===== src/rtl/tt_pkg.sv =====
package tt_pkg;
  localparam int TT_NUM_TMR   = 5;
  localparam int TT_NUM_PRE   = 2;
  localparam int TT_PRE_W     = 8;
  localparam int TT_SEL_W     = 4;
  localparam int TT_DCODE_W   = 2;
  localparam int TT_GRP0_SIZE = 2;
  localparam int TT_DATA_W    = 32;
  localparam int TT_EXT_CODE  = 4;
endpackage


===== src/rtl/tt_cfg_regs.sv =====
module tt_cfg_regs #(
  parameter int NUM_TMR = tt_pkg::TT_NUM_TMR,
  parameter int NUM_PRE = tt_pkg::TT_NUM_PRE,
  parameter int PRE_W   = tt_pkg::TT_PRE_W,
  parameter int SEL_W   = tt_pkg::TT_SEL_W,
  parameter int DATA_W  = tt_pkg::TT_DATA_W,
  localparam int NIB_W  = DATA_W / 4,
  localparam int PW     = NUM_PRE * PRE_W,
  localparam int SW     = NUM_TMR * SEL_W
) (
  input  logic                            clk,
  input  logic                            rst_n,
  input  logic                            we,
  input  logic                            addr,
  input  logic [NIB_W-1:0]                nib_en,
  input  logic [DATA_W-1:0]               wdata,
  output logic [NUM_PRE-1:0][PRE_W-1:0]   pre_val,
  output logic [NUM_TMR-1:0][SEL_W-1:0]   sel_val,
  output logic [NUM_PRE-1:0]              pre_clr,
  output logic [NUM_TMR-1:0]              sel_clr
);
  logic [DATA_W-1:0] wmask;
  logic [PW-1:0]     pre_word;
  logic [SW-1:0]     sel_word;

  always_comb begin
    for (int i = 0; i < DATA_W; i++) wmask[i] = nib_en[i/4];
  end

  always_ff @(posedge clk or negedge rst_n) begin
    if (!rst_n) begin
      pre_word <= '0;
      sel_word <= '0;
    end else if (we) begin
      if (!addr) pre_word <= (pre_word & ~wmask[PW-1:0]) | (wdata[PW-1:0] & wmask[PW-1:0]);
      else       sel_word <= (sel_word & ~wmask[SW-1:0]) | (wdata[SW-1:0] & wmask[SW-1:0]);
    end
  end

  for (genvar p = 0; p < NUM_PRE; p++) begin : g_pre
    assign pre_val[p] = pre_word[p*PRE_W +: PRE_W];
    assign pre_clr[p] = we && !addr && (|wmask[p*PRE_W +: PRE_W]);
  end

  for (genvar t = 0; t < NUM_TMR; t++) begin : g_sel
    assign sel_val[t] = sel_word[t*SEL_W +: SEL_W];
    assign sel_clr[t] = we && addr && (|wmask[t*SEL_W +: SEL_W]);
  end
endmodule


===== src/rtl/tt_prescaler.sv =====
module tt_prescaler #(
  parameter int W = tt_pkg::TT_PRE_W
) (
  input  logic         clk,
  input  logic         rst_n,
  input  logic         clr,
  input  logic [W-1:0] limit,
  output logic         tick,
  output logic [W-1:0] cnt_o
);
  logic [W-1:0] cnt;

  assign tick  = (cnt == limit);
  assign cnt_o = cnt;

  always_ff @(posedge clk or negedge rst_n) begin
    if (!rst_n)    cnt <= '0;
    else if (clr)  cnt <= '0;
    else if (tick) cnt <= '0;
    else           cnt <= cnt + 1'b1;
  end
endmodule


===== src/rtl/tt_ext_sync.sv =====
module tt_ext_sync (
  input  logic clk,
  input  logic rst_n,
  input  logic async_in,
  output logic rise
);
  logic s1, s2, s3;

  always_ff @(posedge clk or negedge rst_n) begin
    if (!rst_n) begin
      s1 <= 1'b0;
      s2 <= 1'b0;
      s3 <= 1'b0;
    end else begin
      s1 <= async_in;
      s2 <= s1;
      s3 <= s2;
    end
  end

  assign rise = s2 && !s3;
endmodule


===== src/rtl/tt_chan.sv =====
module tt_chan #(
  parameter int SEL_W    = tt_pkg::TT_SEL_W,
  parameter int DCODE_W  = tt_pkg::TT_DCODE_W,
  parameter int EXT_CODE = tt_pkg::TT_EXT_CODE,
  localparam int DIV_W   = 2 ** DCODE_W
) (
  input  logic             clk,
  input  logic             rst_n,
  input  logic             clr,
  input  logic [SEL_W-1:0] code,
  input  logic             pre_tick,
  input  logic             ext_rise,
  output logic             tick_q
);
  logic             ext_mode;
  logic [DIV_W-1:0] dcnt;
  logic [DIV_W-1:0] term;
  logic             div_hit;

  assign ext_mode = (code >= SEL_W'(EXT_CODE));
  assign term     = DIV_W'((32'd2 << code[DCODE_W-1:0]) - 32'd1);
  assign div_hit  = pre_tick && (dcnt == term);

  always_ff @(posedge clk or negedge rst_n) begin
    if (!rst_n) begin
      dcnt   <= '0;
      tick_q <= 1'b0;
    end else if (clr) begin
      dcnt   <= '0;
      tick_q <= 1'b0;
    end else if (ext_mode) begin
      dcnt   <= '0;
      tick_q <= ext_rise;
    end else begin
      if (pre_tick) dcnt <= div_hit ? '0 : dcnt + 1'b1;
      tick_q <= div_hit;
    end
  end
endmodule


===== src/rtl/timer_tick_tree.sv =====
module timer_tick_tree #(
  parameter int NUM_TMR   = tt_pkg::TT_NUM_TMR,
  parameter int PRE_W     = tt_pkg::TT_PRE_W,
  parameter int GRP0_SIZE = tt_pkg::TT_GRP0_SIZE,
  localparam int NUM_PRE  = tt_pkg::TT_NUM_PRE,
  localparam int SEL_W    = tt_pkg::TT_SEL_W,
  localparam int DATA_W   = tt_pkg::TT_DATA_W,
  localparam int NIB_W    = DATA_W / 4
) (
  input  logic               clk,
  input  logic               rst_n,
  input  logic               cfg_we,
  input  logic               cfg_addr,
  input  logic [NIB_W-1:0]   cfg_nib_en,
  input  logic [DATA_W-1:0]  cfg_wdata,
  input  logic [NUM_PRE-1:0] ext_clk_in,
  output logic [NUM_TMR-1:0] tick_o
);
  logic [NUM_PRE-1:0][PRE_W-1:0] pre_val;
  logic [NUM_PRE-1:0][PRE_W-1:0] pre_cnt;
  logic [NUM_TMR-1:0][SEL_W-1:0] sel_val;
  logic [NUM_PRE-1:0]            pre_clr;
  logic [NUM_TMR-1:0]            sel_clr;
  logic [NUM_PRE-1:0]            pre_tick;
  logic [NUM_PRE-1:0]            ext_rise;

  tt_cfg_regs #(
    .NUM_TMR(NUM_TMR), .NUM_PRE(NUM_PRE), .PRE_W(PRE_W),
    .SEL_W(SEL_W), .DATA_W(DATA_W)
  ) u_regs (
    .clk(clk), .rst_n(rst_n), .we(cfg_we), .addr(cfg_addr),
    .nib_en(cfg_nib_en), .wdata(cfg_wdata),
    .pre_val(pre_val), .sel_val(sel_val),
    .pre_clr(pre_clr), .sel_clr(sel_clr)
  );

  for (genvar p = 0; p < NUM_PRE; p++) begin : g_grp
    tt_prescaler #(.W(PRE_W)) u_pre (
      .clk(clk), .rst_n(rst_n), .clr(pre_clr[p]), .limit(pre_val[p]),
      .tick(pre_tick[p]), .cnt_o(pre_cnt[p])
    );
    tt_ext_sync u_sync (
      .clk(clk), .rst_n(rst_n), .async_in(ext_clk_in[p]), .rise(ext_rise[p])
    );
  end

  for (genvar t = 0; t < NUM_TMR; t++) begin : g_tmr
    localparam int G = (t < GRP0_SIZE) ? 0 : 1;
    tt_chan #(.SEL_W(SEL_W)) u_chan (
      .clk(clk), .rst_n(rst_n),
      .clr(sel_clr[t] | pre_clr[G]),
      .code(sel_val[t]),
      .pre_tick(pre_tick[G]),
      .ext_rise(ext_rise[G]),
      .tick_q(tick_o[t])
    );
  end
endmodule


===== config.mk =====
export PLATFORM = sky130hd
export DESIGN_NAME = timer_tick_tree
export DESIGN_NICKNAME = d
export VERILOG_FILES = /design/src/rtl/tt_pkg.sv /design/src/rtl/tt_cfg_regs.sv /design/src/rtl/tt_prescaler.sv /design/src/rtl/tt_ext_sync.sv /design/src/rtl/tt_chan.sv /design/src/rtl/timer_tick_tree.sv
export SDC_FILE = /design/constraint.sdc
export NUM_CORES = 1
export LEC_CHECK = 0
export CORE_MARGIN = 2
export CORE_UTILIZATION = 30
export DETAILED_ROUTE_END_ITERATION = 7
export PLACE_DENSITY_LB_ADDON = 0.2
export SLEW_MARGIN = 20
export SYNTH_ARGS = -nofsm -noshare
export SYNTH_HDL_FRONTEND = slang
export SYNTH_SLANG_ARGS = --single-unit

===== constraint.sdc =====
create_clock -name clk -period 2.2 [get_ports clk]
set_input_delay 0.22 -clock clk [delete_from_list [all_inputs] [get_ports clk]]
set_output_delay 0.22 -clock clk [all_outputs]
set_load 0.01 [all_outputs]

# After elaboration in Yosys (flattened, before gate mapping)
# Index checks and enable logic that the tools add are counted.
# totals
register_bits	83
in_bits	46
out_inout_bits	5
word_cells	125
# classes
n_addsub	12
n_lt_le_gt_ge	5
n_eq_ne	7
shifts	5
muxes	34
n_bitwise	14
n_reduce_logical	28
# op_table
cell	count
two-way mux 4 bit	20
AND 20 bit	2
AND 16 bit	2
two-way mux 8 bit	4
adder 4 x 1 -> 4 bit, second input constant	5
equality test 4 bit	5
greater-or-equal comparator 4 x 3 -> 1 bit, second input constant	5
inverter 20 bit	1
bitwise OR 20 bit	1
left shift 2 x 2 -> 4 bit, first input constant	5
subtractor 4 x 1 -> 4 bit, second input constant	5
adder 8 x 1 -> 8 bit, second input constant	2
equality test 8 bit	2
logical AND 1 bit	16
inverter 16 bit	1
bitwise OR 16 bit	1
nonzero test 3 bit	5
two-way mux 1 bit	10
bitwise OR 1 bit	5
AND reduction 2 bit	2
OR reduction 2 bit	2
zero test 1 bit	3
inverter 1 bit	1

# Longest topological paths before layout
# depth
ltp_word	8
depth_mapped	6
depth_no_buf	5

# Cells and area by module
# From an unflattened synthesis, not the netlist that was laid out.
# unflattened
cells_unflattened	370
hier_area_um2	4430.5
# modules_own_cells
module	n_inst	cells_each	area_per_inst_um2	seq_area_each_um2
tt_cfg_regs	1	93	1597.8	900.9
tt_chan	5	34	319.1	125.1
tt_prescaler	2	47	514.2	200.2
tt_ext_sync	2	4	88.8	75.1
timer_tick_tree	1	5	31.3	0.0

# Least setup slack after synthesis
# OpenSTA, ideal clock, no wires.
# synth_path
path_kind	reg2reg
from	register g_grp[1].u_pre.cnt[0]
to	register g_tmr[3].u_chan.dcnt[3]
arrival_time_ns	1.609
slack_ns	0.513
path_stages_with_launch	6
path_buffers	0
period_less_slack_ns	1.687
cell_sequence	dfrtp_1 > xor2_1 > nor4_4 > nand3_1 > or4_1 > a21oi_1
# synth_between
elab_chain_len	6
word_cells_on_any_way	7
# synth_rtl
item	line_no	text
from (decl)	tt_prescaler.sv:11	logic [W-1:0] cnt;
from (signal assigned)	tt_prescaler.sv:20	else cnt <= cnt + 1'b1;
equality test 8 bit *	tt_prescaler.sv:13	assign tick = (cnt == limit);
logical AND 1 bit	tt_chan.sv:22	assign div_hit = pre_tick && (dcnt == term);
two-way mux 4 bit (2 in series)	tt_chan.sv:35	if (pre_tick) dcnt <= div_hit ? '0 : dcnt + 1'b1;
two-way mux 4 bit	tt_chan.sv:31	end else if (ext_mode) begin
two-way mux 4 bit	tt_chan.sv:28	end else if (clr) begin
to (signal assigned)	tt_chan.sv:35	
to (decl)	tt_chan.sv:16	logic [DIV_W-1:0] dcnt;
# Every way passes the cells marked *; elsewhere a longest branch is shown, timed or not. The select of a mux whose other input is x is not followed.
# A chain may end at the register's enable or synchronous reset.

# Worst setup path in the final report
# Same ends and word-level chain as after synthesis.

==> results.toml <==
[sta]
fin_crit_ns = 1.87
finalSetupTns_ns = 0
fin_crit_sh = 0.851
rsz0062_at_grt = "false"
slew_headroom = 0.625
hold_viol = 0
slew_viol_final = 0
setup_viol = 0
fmax_mhz = 534
worst_pin_slew_ns = 0.563
whs_ns = 0.326
finalClockSkew_ns = 0.00508

[flow_run]
max-cap-violations = 0

[power_and_ir_drop]
combPwrFrac = 0.173
max-vdd-ir-drop_mv = 0.331
switching_power_uw = 1130
p_int_uw = 2980
seqPwrFrac = 0.468
clkPwrFrac = 0.359
powerDensity_nw_per_um2 = 834
swShare = 0.275
p_leak_uw = 0.00202

[grt]
grt_pass1_wl_mm = 14.3
grt.busiest_layer = "met2"
grt.met3_usage = 0.0266
grt_max_degree = 42
grt.met1_usage = 0.158
grt_overflow = 0
grt_pass1_vias = 2928
grtUsageMet2 = 0.220
antenna_found_initial = 0
grtUsageTotal = 0.126

[worst_setup_path]
cpMaxStageDelayCell = "or4_1"
cp_max_fo = 5
critical_path.top_delay_family = "simple AND/OR/NAND/NOR gates"
cp_num_buf_inv = 0
startpoint_type = "register"
cp_cell_sequence = "xor2_1 -> nor4_4 -> nand3_1 -> or4_1 -> a21oi_1"
cp-end-kind = "register"
path_class = "register to register"
slowest_delay_ns = 0.48
cp.required_ns = 2.46
critPathArrivalTime_ns = 2.13

[synth]
yosys_most_used_dff = "dfrtp_1"
ys_ff_latch = 83
synth_top_area_cell = "dfrtp_1"
syn_area_um2 = 4010
synth_area_leaders = "dfrtp_1 52%, mux2_2 10%, xor2_1 4.4%"
syn-mean-instance-area_um2 = 11.1
synth.distinct_cells = 41
synth_edf_count = 0
synthesis.nets = 415
ys_async_sr_fraction = 1.00
synth_top_cell_area_share = 0.517
yosysSeqAreaShare = 0.517
yosysWarnings = 0
synthCells = 362

[clock_tree]
path_clk_slew_ns = 0.06
worstSkewPairLatency_ns = 0.33
htree_levels = 3
post-cts-setup-buffers = 0
clock-sinks = 83
cts_tree = "built"
numCtsBuffers = 9
cts_resized = 0
cts-root-buf = "clkbuf_16"
cts_max_path_buffers = 2

[place]
gp_congestion = 0.841
io_buffers = 35
dp_hpwl_mm = 6.36
placed_area_um2 = 4620

[status]
run_status = "completed"

[drt]
routed_wl_mm = 8.51
vias = 2866
drtIter0Drc = 155
viasPerCell = 4.84
antenna_left = 0
dr.pass1.iters = 4
drc = 0
wire_per_inst_um = 14.4

[floorplanning]
die_h_um = 120
core_um2 = 13100
start_util = 0.306
die_w_um = 120
num_io_pins = 51
die-area_um2 = 14300
rows = 42

[cells_and_area]
num_antenna_cells = 0
nets = 464
final_cell_mix = "83 x dfrtp_1, 40 x nor2_1, 37 x mux2_2"
final_common_cell = "dfrtp_1"
syn_to_final_growth_pct = 22.7
drive_gt1_frac = 0.180
final_area_um2 = 4930

[worst_hold_path]
holdCritPathClass = "input port to register"
synth_stat cells, drive strengths merged (3+ instances only):
library cell   n
dfrtp         83
nor2          40
mux2          37
nand3         32
nand2         25
xor2          20
xnor2         16
a21oi          8
o21ai          8
buf            7
ha             7
nor4           6
a31oi          5
nand3b         5
nand4b         5
nor2b          5
nor3           5
o21a           5
and3           4
nand4          4
or2            4
a2111oi        3
inv            3
nand2b         3
or3            3
stage by stage:
stage	utilization	std cells	total power (uW)	setup slack [ns]
after floorplan	-	362	2410	0.513
after CTS	0.375	592	4170	0.309
after detailed placement	0.352	575	2680	0.312
after global routing	0.375	592	4350	0.165
final	0.375	592	4110	0.328
after global placement	0.352	575	2660	0.364
path summary, 6_finish.rpt:
check / startpoint / to / slack (ns) / cells past startpoint
max in group asynchronous: rst_n / g_tmr[0].u_chan.dcnt[2] / 1.19 / 3
setup reg to reg: g_grp[1].u_pre.cnt_o[0] / g_tmr[3].u_chan.dcnt[3] / 0.33 / 5
min in group asynchronous: rst_n / g_tmr[1].u_chan.dcnt[0] / 0.41 / 2
hold / removal: ext_clk_in[1] / g_grp[1].u_sync.s1 / 0.33 / 1
hold reg to reg: g_grp[0].u_sync.s1 / g_grp[0].u_sync.s2 / 0.35 / 0
setup / recovery: g_grp[1].u_pre.cnt_o[0] / g_tmr[3].u_chan.dcnt[3] / 0.33 / 5
timing repair:
item,CTS,global route
hold buffers,1,0
endpoints found under the setup margin,0,0
hold endpoints to repair,38,0
layout make-up:
type	instances	area, um^2
inverters	3	11.3
well taps	176	220
flip-flops and latches	83	2080
clock inverters	7	68.8
repair buffers	47	453
multi-input cells	267	1870
fillers	1326	8210
clock buffers	9	225
metal layers:
layer | vias up | routed length, um
met4 | 0 | 93
li1 | 1388 | -
met2 | 49 | 4280
met1 | 1420 | 3840
met3 | 9 | 291
met5 | - | 0
worst reg2reg max path, stage by stage, from the launching register on:
cell     delay, ns
dfrtp_1       0.44
xor2_1        0.21
nor4_4        0.39
nand3_1       0.13
or4_1         0.48
a21oi_1       0.14
power groups by stage:
stage / clock network (uW) / registers [uW] / logic, uW
4_1_cts: 1520 / 1930 / 724
3_5_place_dp: 0 / 1960 / 720
2_1_floorplan: 0 / 1900 / 518
6_report: 1470 / 1920 / 709
3_3_place_gp: 0 / 1950 / 710
5_1_grt: 1600 / 1960 / 792
cells by family after synthesis:
family,Yosys count,share of synthesized area
xor gates and xnor gates,36,0.0786
DFF,83,0.517
buffers and inverters,12,0.0165
adders and majority gates,7,0.0218
muxes,39,0.109
AOI/OAI and AO/OA,39,0.0680
and+or+nand+nor,146,0.189
No activity file was read; power rests on OpenSTA's default activity.
